==> src/rtl/chain_walk_pkg.sv <==
package chain_walk_pkg;

  typedef enum logic [3:0] {
    ST_IDLE,
    ST_CHECK,
    ST_HREQ,
    ST_HWAIT,
    ST_MARK,
    ST_PREQ,
    ST_PWAIT,
    ST_PUSH,
    ST_NEXT,
    ST_CCHECK,
    ST_CREQ,
    ST_CWAIT,
    ST_CWRITE,
    ST_DONE
  } walkState_t;

  // control -> datapath strobes
  typedef struct packed {
    logic loadStart;
    logic loadHeader;
    logic captureWord;
    logic advPayload;
    logic followNext;
    logic rewind;
    logic incCount;
    logic decCount;
    logic selPayload;
    logic setMark;
  } walkStrobe_t;

  // datapath -> control conditions
  typedef struct packed {
    logic atEnd;
    logic lenZero;
    logic lastWord;
    logic stopHit;
    logic cntZero;
  } walkStatus_t;

endpackage

==> src/rtl/chain_walk_dp.sv <==
module chain_walk_dp
  import chain_walk_pkg::*;
#(
  parameter int ADDR_W = 24,
  parameter int MEM_AW = 21,
  parameter int DATA_W = 32,
  parameter int LEN_W  = 8,
  localparam int IDX_W = MEM_AW - 2,
  localparam int CNT_W = MEM_AW - 1
) (
  input  logic              clk,
  input  logic              rstN,
  input  walkStrobe_t       strb,
  input  logic [ADDR_W-1:0] startAddr,
  input  logic [DATA_W-1:0] rdData,
  output walkStatus_t       stat,
  output logic [IDX_W-1:0]  rdAddr,
  output logic [IDX_W-1:0]  wrAddr,
  output logic [DATA_W-1:0] wrData,
  output logic [DATA_W-1:0] outData
);

  localparam int MARK_BIT = ADDR_W - 1;
  localparam logic [ADDR_W-1:0] END_ADDR = {ADDR_W{1'b1}};
  localparam logic [DATA_W-1:0] MARK_MASK = DATA_W'(1) << MARK_BIT;

  logic [ADDR_W-1:0] startReg;
  logic [ADDR_W-1:0] nodeAddr;
  logic [DATA_W-1:0] hdr;
  logic [IDX_W-1:0]  ptr;
  logic [LEN_W-1:0]  remain;
  logic [CNT_W-1:0]  visitCnt;
  logic [DATA_W-1:0] word;
  logic [IDX_W-1:0]  nodeIdx;

  assign nodeIdx = nodeAddr[MEM_AW-1:2];

  always_ff @(posedge clk or negedge rstN) begin
    if (!rstN) begin
      startReg <= '0;
      nodeAddr <= '0;
      hdr      <= '0;
      ptr      <= '0;
      remain   <= '0;
      visitCnt <= '0;
      word     <= '0;
    end else begin
      if (strb.loadStart) begin
        startReg <= startAddr;
        nodeAddr <= startAddr;
        visitCnt <= '0;
      end
      if (strb.loadHeader) begin
        hdr    <= rdData;
        ptr    <= nodeIdx + IDX_W'(1);
        remain <= rdData[DATA_W-1 -: LEN_W];
      end
      if (strb.captureWord) word <= rdData;
      if (strb.advPayload) begin
        ptr    <= ptr + IDX_W'(1);
        remain <= remain - LEN_W'(1);
      end
      if (strb.followNext) nodeAddr <= hdr[ADDR_W-1:0];
      if (strb.rewind)     nodeAddr <= startReg;
      if (strb.incCount)   visitCnt <= visitCnt + CNT_W'(1);
      if (strb.decCount)   visitCnt <= visitCnt - CNT_W'(1);
    end
  end

  always_comb begin
    stat.atEnd    = (nodeAddr == END_ADDR);
    stat.lenZero  = (hdr[DATA_W-1 -: LEN_W] == '0);
    stat.lastWord = (remain == LEN_W'(1));
    stat.stopHit  = hdr[MARK_BIT];
    stat.cntZero  = (visitCnt == '0);
  end

  assign rdAddr  = strb.selPayload ? ptr : nodeIdx;
  assign wrAddr  = nodeIdx;
  assign wrData  = strb.setMark ? (hdr | MARK_MASK) : (hdr & ~MARK_MASK);
  assign outData = word;

endmodule

==> src/rtl/chain_walk_ctrl.sv <==
module chain_walk_ctrl
  import chain_walk_pkg::*;
(
  input  logic        clk,
  input  logic        rstN,
  input  logic        start,
  input  logic        rdValid,
  input  logic        outReady,
  input  walkStatus_t stat,
  output walkStrobe_t strb,
  output logic        rdReq,
  output logic        wrEn,
  output logic        outValid,
  output logic        busy,
  output logic        done
);

  walkState_t state, nextState;

  always_ff @(posedge clk or negedge rstN) begin
    if (!rstN) state <= ST_IDLE;
    else       state <= nextState;
  end

  always_comb begin
    nextState = state;
    strb      = '0;
    rdReq     = 1'b0;
    wrEn      = 1'b0;
    outValid  = 1'b0;
    case (state)
      ST_IDLE: begin
        if (start) begin
          strb.loadStart = 1'b1;
          nextState      = ST_CHECK;
        end
      end
      ST_CHECK: begin
        if (stat.atEnd) begin
          strb.rewind = 1'b1;
          nextState   = ST_CCHECK;
        end else begin
          nextState = ST_HREQ;
        end
      end
      ST_HREQ: begin
        rdReq     = 1'b1;
        nextState = ST_HWAIT;
      end
      ST_HWAIT: begin
        if (rdValid) begin
          strb.loadHeader = 1'b1;
          nextState       = ST_MARK;
        end
      end
      ST_MARK: begin
        wrEn          = 1'b1;
        strb.setMark  = 1'b1;
        strb.incCount = 1'b1;
        nextState     = stat.lenZero ? ST_NEXT : ST_PREQ;
      end
      ST_PREQ: begin
        rdReq           = 1'b1;
        strb.selPayload = 1'b1;
        nextState       = ST_PWAIT;
      end
      ST_PWAIT: begin
        if (rdValid) begin
          strb.captureWord = 1'b1;
          nextState        = ST_PUSH;
        end
      end
      ST_PUSH: begin
        outValid = 1'b1;
        if (outReady) begin
          strb.advPayload = 1'b1;
          nextState       = stat.lastWord ? ST_NEXT : ST_PREQ;
        end
      end
      ST_NEXT: begin
        if (stat.stopHit) begin
          strb.rewind = 1'b1;
          nextState   = ST_CCHECK;
        end else begin
          strb.followNext = 1'b1;
          nextState       = ST_CHECK;
        end
      end
      ST_CCHECK: begin
        nextState = stat.cntZero ? ST_DONE : ST_CREQ;
      end
      ST_CREQ: begin
        rdReq     = 1'b1;
        nextState = ST_CWAIT;
      end
      ST_CWAIT: begin
        if (rdValid) begin
          strb.loadHeader = 1'b1;
          nextState       = ST_CWRITE;
        end
      end
      ST_CWRITE: begin
        wrEn            = 1'b1;
        strb.decCount   = 1'b1;
        strb.followNext = 1'b1;
        nextState       = ST_CCHECK;
      end
      ST_DONE: begin
        nextState = ST_IDLE;
      end
      default: nextState = ST_IDLE;
    endcase
  end

  assign busy = (state != ST_IDLE) && (state != ST_DONE);
  assign done = (state == ST_DONE);

endmodule

==> src/rtl/dma_chain_walker.sv <==
module dma_chain_walker
  import chain_walk_pkg::*;
#(
  parameter int ADDR_W = 24,
  parameter int MEM_AW = 21,
  parameter int DATA_W = 32,
  parameter int LEN_W  = 8,
  localparam int IDX_W = MEM_AW - 2
) (
  input  logic              clk,
  input  logic              rstN,
  input  logic              start,
  input  logic [ADDR_W-1:0] startAddr,
  output logic              busy,
  output logic              done,
  output logic              rdReq,
  output logic [IDX_W-1:0]  rdAddr,
  input  logic              rdValid,
  input  logic [DATA_W-1:0] rdData,
  output logic              wrEn,
  output logic [IDX_W-1:0]  wrAddr,
  output logic [DATA_W-1:0] wrData,
  output logic              outValid,
  output logic [DATA_W-1:0] outData,
  input  logic              outReady
);

  walkStrobe_t strb;
  walkStatus_t stat;

  chain_walk_ctrl u_ctrl (
    .clk      (clk),
    .rstN     (rstN),
    .start    (start),
    .rdValid  (rdValid),
    .outReady (outReady),
    .stat     (stat),
    .strb     (strb),
    .rdReq    (rdReq),
    .wrEn     (wrEn),
    .outValid (outValid),
    .busy     (busy),
    .done     (done)
  );

  chain_walk_dp #(
    .ADDR_W (ADDR_W),
    .MEM_AW (MEM_AW),
    .DATA_W (DATA_W),
    .LEN_W  (LEN_W)
  ) u_dp (
    .clk       (clk),
    .rstN      (rstN),
    .strb      (strb),
    .startAddr (startAddr),
    .rdData    (rdData),
    .stat      (stat),
    .rdAddr    (rdAddr),
    .wrAddr    (wrAddr),
    .wrData    (wrData),
    .outData   (outData)
  );

endmodule

==> config.mk <==
export PLATFORM = sky130hd
export DESIGN_NAME = dma_chain_walker
export DESIGN_NICKNAME = d
export VERILOG_FILES = /design/src/rtl/chain_walk_pkg.sv /design/src/rtl/chain_walk_dp.sv /design/src/rtl/chain_walk_ctrl.sv /design/src/rtl/dma_chain_walker.sv
export SDC_FILE = /design/constraint.sdc
export NUM_CORES = 1
export LEC_CHECK = 0
export BUFFER_PORTS_ARGS = -buffer_cell sky130_fd_sc_hd__buf_2
export CORE_AREA = 2 2 127 141
export DETAILED_ROUTE_END_ITERATION = 16
export DIE_AREA = 0 0 129 143
export MAX_ROUTING_LAYER = met4
export PLACE_DENSITY = 0.78
export SYNTH_ARGS = -nofsm -noshare
export SYNTH_HDL_FRONTEND = slang
export SYNTH_SLANG_ARGS = --single-unit
==> constraint.sdc <==
create_clock -name clk -period 3.65 [get_ports clk]
set_input_delay 0.365 -clock clk [delete_from_list [all_inputs] [get_ports clk]]
set_output_delay 0.365 -clock clk [all_outputs]
set_load 0.01 [all_outputs]
==> results of run 1 <==
## worst max path at each step
stage                    startpoint  slack, ns           end  cells after the start
floorplan           u_ctrl.state[3]       1.08  u_dp.ptr[10]                     13
global placement    u_ctrl.state[0]       0.90  u_dp.ptr[10]                     11
detailed placement  u_ctrl.state[0]       0.75  u_dp.ptr[10]                     11
finish              u_ctrl.state[0]       0.52    wrData[23]                      6
global route        u_ctrl.state[0]       0.32    wrData[23]                      6
CTS                 u_ctrl.state[0]       0.56    rdAddr[16]                      5
## registers in the layout, indices dropped and copies added, names as in the netlist
name and cells:
u_dp.ptr 19, u_dp.startReg 24, u_dp.remain 8, u_dp.outData 32
u_ctrl.state 4, u_dp.visitCnt 20, u_dp.hdr 32, u_dp.nodeAddr 24
## cell families after synthesis
| family | count (synthesis) |
|---|---|
| muxes | 78 |
| and+or+nand+nor | 498 |
| AOI/OAI and AO/OA | 191 |
| buffers and inverters | 100 |
| DFF | 163 |
| xor gates and xnor gates | 3 |
| adders and majority gates | 6 |
## area by class of cell
| type | count | area, um2 |
|---|---|---|
| Antenna cell | 1 | 2.502 |
| Fill cell | 1455 | 6371 |
| Clock buffer | 20 | 446.7 |
| Sequential cell | 163 | 4079 |
| Inverter | 15 | 58.81 |
| Tap cell | 234 | 292.8 |
| Timing Repair Buffer | 187 | 1007 |
| Clock inverter | 12 | 118.9 |
| Multi-Input combinational cell | 776 | 4577 |
## tightest hold or removal path: stages
cell,delay (ns)
buf_2,0.09
nand2_1,0.04
nand2_1,0.04
## repair_timing
item,4_1_cts,5_1_grt
hold buffers,1,0
hold endpoints to repair,66,0
setup endpoints to repair,0,0
## synth_stat cells (all sizes together) (7+ instances only)
master / n
dfrtp: 163
o22ai: 8
a211oi: 7
a21oi: 33
clkbuf: 25
inv: 15
a31oi: 34
mux2: 74
nor3: 28
nand2: 272
o211ai: 12
and3: 16
o21ai: 39
nand4: 15
nand3: 26
nor2: 81
nor4: 19
o31ai: 10
buf: 60
## per-layer routing
metal  global-route usage [%]  wire [um]  vias up
li1                         -          -     3926
met1                    35.94      10500     4034
met2                    42.24      11860      354
met3                    4.983       1548       41
met4                    9.325        512        0
met5                        -          0        -
## power breakdown
group	switching (mW)	internal, mW	total (mW)
Combinational	2.23	1.73	3.96
Sequential	0.977	2.63	3.61
Clock	0.774	0.971	1.74
Total	3.98	5.33	9.31
==> impl_results.md, run 1 <==
- Status: completed
- Static leakage: between 5 and 6 nW
- Crit-path cells: nor2_2 > nand2_1 > inv_2 > nand2_1 > inv_2 > buf_2
- Distinct cells, synth: around 80
- Seq/Total Area, Yosys: 44.50%
- Worst path slowest cell: dfrtp_1
- Worst-margin pin slew: around 0.74 ns
- Placement Cell Area: ~10000 um2
- Synth area leader: dfrtp_1
- Hold endpoint: u_dp.hdr[15]
- Most common cell after layout, fill and taps aside: nand2_1
- Skew-Pair Late Insertion Delay: between 0.4 and 0.5 ns
- CTS clk-pin slew, worst paths: around 0.07 ns
- Root Driver: clkbuf_16
- 1st-pass router iterations: 5
- Synth Area in Adders: 0.8190%
- Final Instance Count excl. Fillers: 1408
- Arrival @ worst endpoint: 2.77 ns
- Gr ovfl total: 0
- Number of global-route vias before repair: a little under 8000
- Post CTS Setup Buffer Count: 0
- Post-DRT Antenna Nets: 0
- Post-route setup TNS: 0 ns
- Mux cell area share after synthesis: roughly a tenth
- Combinational family with the most area after synthesis: simple AND/OR/NAND/NOR gates
- Async S/R FF share, synth: 100.0%
- EDFF count, synth: 0
- Share of layout cells above drive strength 1: between 20% and 30%
- Compound-Gate Fraction of Synth Area: between 10% and 20%
- All-Layer GR Usage: a little over a quarter
- Seq cells post-synth: approximately 160
- Total CTS buffers: 17
- Share of the synthesized netlist area taken by xor and xnor gates: less than 1%
- Total clock sinks: between 150 and 200
- First-pass GRT wire length: 38690 um
- Synth Area in Simple Gates: about 25%
- Pre-CTS setup slack: between 0.7 and 0.8 ns
- Placed cell count: 1374
- Mapped Avg Cell Area: between 8 and 9 um2
- Clock skew: between 0.009 and 0.01 ns
- Syn nets: about 1100
- Worst reg2reg path depth: 11
- CP Capture Type: output port
- Crit path kind: reg -> out
- Final core occ: ~62%
- Post-synthesis cell area: approximately 9200 um2
- Nets: 1227
- Critical R2R Launch: u_ctrl.state[0]
- Final period utilization: 85.80%
- Slowest stage delay, CP: 0.63 ns
- CTS tree: done
- Cell Rows: 50
- DR WL/cell: roughly 17 um
- # setup viols final: 0
- Prevailing post-synth register cell: dfrtp_1
- F_max: 319.3 MHz
- Most frequent cells in the layout: nand2_1 (272), buf_2 (166), dfrtp_1 (163)
- Final Max Tran Viols: 0
- Rel. slew slack: just over 50%
- I/O Buffers: between 150 and 200
- Total number of vias: ~8400
- Final wirelength: roughly 24000 um
- RSZ-0062 raised after global routing: no
- Startpoint types: flop
- YS warnings: 0
- H-tree Lvls: 4
- Final Cell Area: approximately 11000 um2
- Vias per inst: a little under 6
- Core area: around 17000 um2
- Total power: just over 9 mW
- Final min period: about 3.1 ns
- HP Class: in -> reg
- Die Span Y: between 100 and 150 um
- Pwr dens: between 800 and 900 nW/um2
- Iter 0 DRT Violations: between 800 and 900
- Starting Density: a little over half
- Critical path data required time: ~3.3 ns
- Critical path buffers and inverters: 3
- CP max FO: 23
- Largest net degree at the start of global routing: 70
- Area growth, synth to finish: 15.45%
- Syn Inst Count: about 1000
- Post-synth top area share: 44.50%
- DIE AREA: approximately 18000 um2
- Flop2flop setup slack: roughly 0.71 ns
- I/O pin count: around 170
- Cts repair resizes: 0
- Hold WS: ~0.13 ns
- Dpl hpwl: 16790 um
- Clock Tree Buf Depth: 2
- R2r endpoint: u_dp.ptr[10]
- DR DRC count: 0
- HP Start: rdData[15]
- WHS Path Cells: 3
- Initial antenna violation count: 1
- Crit path max-delay family: simple AND/OR/NAND/NOR gates
- Max Cap Viol: 0
- Die X: ~130 um
- Final hold viol count: 0
- GPL Wtd Cong: around 0.94
- Final WS setup: approximately 0.52 ns
- Ranking of synthesized cells by area: dfrtp_1 (44%), nand2_1 (11%), mux2_2 (6.8%)
- Max VDD drop: roughly 0.00041 V
(Power assumes the default switching activity.)
==> inputs of run 2 (changes only) <==
Settings changed: CORE_AREA 2 2 127 141 to 3 3 128 142, DIE_AREA 0 0 129 143 to 0 0 131 145.
==> impl_results.md, run 2 (synthesis gave the netlist of run 1 again) <==
- Final period utilization: 85.26% (was 85.80%)
- Skew-Pair Late Insertion Delay: 0.43 ns (about the same)
- Root Driver: clkbuf_16 (unchanged)
- Final wirelength: 24590 um (was 24410 um)
- Startpoint types: flop (unchanged)
- GPL Wtd Cong: 0.9873 (was 0.9439)
- RSZ-0062 raised after global routing: no (unchanged)
- I/O Buffers: 167 (unchanged)
- Post-route setup TNS: 0 ns (unchanged)
- Pwr dens: 883.1 nW/um2 (was 880.2 nW/um2)
- Area growth, synth to finish: 15.30% (was 15.45%)
- 1st-pass router iterations: 5 (unchanged)
- Iter 0 DRT Violations: 691 (was 834)
- Final WS setup: 0.5381 ns (was 0.5182 ns)
- Crit path kind: reg -> out (unchanged)
- Most frequent cells in the layout: nand2_1 (272), buf_2 (166), dfrtp_1 (163) (unchanged)
- Vias per inst: 5.909 (was 5.934)
- Final Max Tran Viols: 0 (unchanged)
- Core area: 16950 um2 (unchanged)
- Clock Tree Buf Depth: 2 (unchanged)
- Nets: 1224 (was 1227)
- Final hold viol count: 0 (unchanged)
- Worst-margin pin slew: 0.8565 ns (was 0.7409 ns)
- First-pass GRT wire length: 40390 um (was 38690 um)
- Max VDD drop: 0.0005190 V (was 0.0004131 V)
- Arrival @ worst endpoint: 2.75 ns (was 2.77 ns)
- I/O pin count: 168 (unchanged)
- Gr ovfl total: 0 (unchanged)
- CTS clk-pin slew, worst paths: 0.07 ns (about the same)
- Static leakage: 5.058 nW (was 5.063 nW)
- # setup viols final: 0 (unchanged)
- CTS tree: done (unchanged)
- Number of global-route vias before repair: 7902 (was 7726)
- All-Layer GR Usage: 26.99% (was 27.15%)
- Largest net degree at the start of global routing: 72 (was 70)
- Critical path data required time: 3.28 ns (about the same)
- Cell Rows: 50 (unchanged)
- Pre-CTS setup slack: 0.7921 ns (was 0.7540 ns)
- Hold WS: 0.1399 ns (was 0.1312 ns)
- Most common cell after layout, fill and taps aside: nand2_1 (unchanged)
- Die Span Y: 145 um (was 143 um)
- DR WL/cell: 17.49 um (was 17.34 um)
- DR DRC count: 0 (unchanged)
- CP Capture Type: output port (unchanged)
- Final Instance Count excl. Fillers: 1406 (was 1408)
- Die X: 131 um (was 129 um)
- Rel. slew slack: 42.90% (was 50.61%)
- DIE AREA: 19000 um2 (was 18450 um2)
- Cts repair resizes: 0 (unchanged)
- Status: completed (unchanged)
- H-tree Lvls: 4 (unchanged)
- Starting Density: 54.07% (unchanged)
- Dpl hpwl: 16960 um (was 16790 um)
- Total number of vias: 8308 (was 8355)
- Share of layout cells above drive strength 1: 25.30% (was 25.32%)
- Total clock sinks: 163 (unchanged)
- Final min period: 3.112 ns (was 3.132 ns)
- Total CTS buffers: 17 (unchanged)
- Placed cell count: 1371 (was 1374)
- CP max FO: 17 (was 23)
- Initial antenna violation count: 1 (unchanged)
- Total power: 9.334 mW (was 9.315 mW)
- Clock skew: 0.01190 ns (was 0.009260 ns)
- F_max: 321.3 MHz (was 319.3 MHz)
- HP Class: in -> reg (unchanged)
- Post-DRT Antenna Nets: 0 (unchanged)
- Max Cap Viol: 0 (unchanged)
-- run 2: worst max-delay path: stages (launching register included) --
cell and delay (ns):
dfrtp_1 0.60, nor2_2 0.39, nand2_1 0.33, inv_2 0.21, nand2_1 0.28, inv_2 0.32, buf_2 0.19
-- run 2: report_power, final --
group	total, mW	switching (mW)	internal [mW]
clock network	1.75	0.784	0.962
logic	4.00	2.27	1.73
registers	3.59	0.958	2.63
-- run 2: routing by layer --
metal | global-route usage, % | part of all wire (%)
met4 | 7.305 | 1.9
met5 | - | 0
met1 | 36.38 | 42
met2 | 41.41 | 49
met3 | 5.817 | 6.8
-- run 2: path summary, 6_finish.rpt --
check	start	endpoint	slack, ns	depth (start not counted)
min in group asynchronous	rstN	u_dp.nodeAddr[8]	0.48	2
max in group asynchronous	rstN	u_dp.visitCnt[14]	2.29	3
hold reg to reg	u_dp.startReg[12]	u_dp.startReg[12]	0.47	2
hold / removal	rdData[9]	u_dp.hdr[9]	0.14	3
setup / recovery	u_ctrl.state[1]	wrData[23]	0.54	6
setup reg to reg	u_ctrl.state[1]	u_dp.ptr[18]	0.73	12
-- run 2: stage by stage --
| step | utilization, % | instance area, um2 |
|---|---|---|
| global placement | 58.88 | 9982 |
| detailed placement | 58.88 | 9982 |
| CTS | 62.31 | 10560 |
| floorplan | - | 9166 |
| finish | 62.34 | 10570 |
| global route | 62.32 | 10570 |
-- run 2: final cells by class --
type	instances	area [um2]
flip-flops and latches	163	4079
multi-input cells	776	4577
repair buffers	184	984.7
clock buffers	18	429.2
diodes	2	5.005
clock inverters	14	142.6
inverters	15	58.81
fillers	1447	6385
well taps	234	292.8
-- run 2: timing repair --
action,4_1_cts,5_1_grt
hold buffers,1,0
setup endpoints to repair,0,0
buffers inserted,0,0
hold endpoints to repair,58,0
==> inputs of run 3 (changes only) <==
Settings changed: BUFFER_PORTS_ARGS -buffer_cell sky130_fd_sc_hd__buf_2 to not set, DONT_BUFFER_PORTS set to 1, PLACE_DENSITY 0.78 to 0.69.
==> impl_results.md, run 3 (synthesis gave the netlist of run 1 again) <==
- Total number of vias: 7601 (was 8308)
- Crit path kind: reg -> reg (was reg -> out)
- Pwr dens: 905.2 nW/um2 (was 883.1 nW/um2)
- Skew-Pair Late Insertion Delay: 0.43 ns (about the same)
- Rel. slew slack: 40.78% (was 42.90%)
- Die Span Y: 145 um (unchanged)
- Final Instance Count excl. Fillers: 1238 (was 1406)
- I/O pin count: 168 (unchanged)
- DR WL/cell: 19.11 um (was 17.49 um)
- Placed cell count: 1206 (was 1371)
- CP Capture Type: flop (was output port)
- Final hold viol count: 163 (was 0)
- Most common cell after layout, fill and taps aside: nand2_1 (unchanged)
- Arrival @ worst endpoint: 3.21 ns (was 2.75 ns)
- Final wirelength: 23660 um (was 24590 um)
- Die X: 131 um (unchanged)
- Static leakage: 4.369 nW (was 5.058 nW)
- I/O Buffers: 0 (was 167)
- Critical path data required time: 3.96 ns (was 3.28 ns)
- Clock skew: 0.007885 ns (was 0.01190 ns)
- Max Cap Viol: 0 (unchanged)
- Final core occ: 57.49% (was 62.34%)
- Max VDD drop: 0.0004603 V (was 0.0005190 V)
- Dpl hpwl: 15830 um (was 16960 um)
- Cell Rows: 50 (unchanged)
- Vias per inst: 6.140 (was 5.909)
- DIE AREA: 19000 um2 (unchanged)
- All-Layer GR Usage: 25.83% (was 26.99%)
- DR DRC count: 0 (unchanged)
- HP Class: in -> async (was in -> reg)
- GPL Wtd Cong: 0.9119 (was 0.9873)
- Worst-margin pin slew: 0.8883 ns (was 0.8565 ns)
- Initial antenna violation count: 0 (was 1)
- Nets: 1058 (was 1224)
- Starting Density: 54.07% (unchanged)
- F_max: 345.3 MHz (was 321.3 MHz)
- Final period utilization: 79.34% (was 85.26%)
- Pre-CTS setup slack: 0.8242 ns (was 0.7921 ns)
- Iter 0 DRT Violations: 561 (was 691)
- Hold WS: -0.3717 ns (was 0.1399 ns)
- Post-route setup TNS: 0 ns (unchanged)
- RSZ-0062 raised after global routing: no (unchanged)
- Root Driver: clkbuf_16 (unchanged)
- Largest net degree at the start of global routing: 164 (was 72)
- Clock Tree Buf Depth: 2 (unchanged)
- Total power: 8.823 mW (was 9.334 mW)
- CTS tree: done (unchanged)
- H-tree Lvls: 4 (unchanged)
- Final WS setup: 0.7542 ns (was 0.5381 ns)
- Core area: 16950 um2 (unchanged)
- Startpoint types: flop (unchanged)
- CTS clk-pin slew, worst paths: 0.07 ns (about the same)
- Number of global-route vias before repair: 7159 (was 7902)
- Failing checks: hold timing
- First-pass GRT wire length: 38140 um (was 40390 um)
- CP max FO: 17 (unchanged)
- Final min period: 2.896 ns (was 3.112 ns)
- Total CTS buffers: 17 (unchanged)
- # setup viols final: 0 (unchanged)
- 1st-pass router iterations: 5 (unchanged)
- Most frequent cells in the layout: nand2_1 (272), dfrtp_1 (163), nor2_1 (78) (was nand2_1 (272), buf_2 (166), dfrtp_1 (163))
- Area growth, synth to finish: 6.334% (was 15.30%)
- Gr ovfl total: 0 (unchanged)
- Post-DRT Antenna Nets: 0 (unchanged)
- Total clock sinks: 163 (unchanged)
- Share of layout cells above drive strength 1: 12.95% (was 25.30%)
- Status: complete, but fails checks (was completed)
- Final Max Tran Viols: 0 (unchanged)
- Diode count: 0 (was 2)
[run 3: cell count changes in the layout (fill, tap and decap cells not counted), sizes merged]
cell	change
dlygate4sd3	-1
inv	-2
diode	-2
bufinv	+1
clkinv	-2
clkbuf	+3
buf	-165
[run 3: final cells by class]
| type | count | area, um2 |
|---|---|---|
| fill | 1514 | 7207 |
| multi-input combinational | 776 | 4577 |
| sequential | 163 | 4079 |
| clock buffer | 21 | 460.4 |
| tap | 234 | 292.8 |
| clock inverter | 11 | 143.9 |
| timing repair buffer | 18 | 135.1 |
| inverter | 15 | 58.81 |
[run 3: through the flow]
step	hold slack [ns]	cell area, um2
after floorplan	0.06941	9166
after global placement	0.07531	9143
after detailed placement	0.07613	9143
after CTS	-0.3830	9747
after global routing	-0.3990	9747
final	-0.3717	9747
[run 3: path summary, 6_finish.rpt]
path                                     end  slack (ns)               from  depth (start not counted)
max                             u_dp.ptr[10]        0.75    u_ctrl.state[1]                         10
min                         u_dp.outData[27]       -0.37               rstN                          0
max reg2reg                     u_dp.ptr[10]        0.75    u_ctrl.state[1]                         10
min reg2reg                u_dp.startReg[18]        0.47  u_dp.startReg[18]                          2
max in group asynchronous   u_dp.nodeAddr[0]        3.83               rstN                          0
min in group clk                u_dp.hdr[20]        0.03         rdData[20]                          2
[run 3: timing repair]
item	in CTS	in global routing
gates resized for setup	0	0
hold endpoints to repair	163	163
buffers inserted	0	0
[run 3: power breakdown]
part,internal [mW],switching [mW],total (mW),leakage [nW]
Clock,1.06,0.777,1.84,0.294
Sequential,2.63,1.28,3.91,2.00
Combinational,1.32,1.75,3.07,2.07
[run 3: metal layers]
layer | vias up | GRT usage [%] | wire length [um]
li1 | 3571 | - | -
met1 | 3759 | 33.74 | 10040
met2 | 234 | 40.65 | 11660
met3 | 37 | 5.523 | 1542
met4 | 0 | 7.305 | 411
met5 | - | - | 0
[run 3: worst max-delay path, stage by stage, from the launching register on]
cell	delay, ns
dfrtp_1	0.72
nand4b_4	0.29
nor2_4	0.35
nand2_1	0.09
nand2_1	0.07
ha_1	0.22
and2_1	0.15
a32oi_1	0.05
buf_4	0.19
or4_1	0.53
o311a_1	0.12
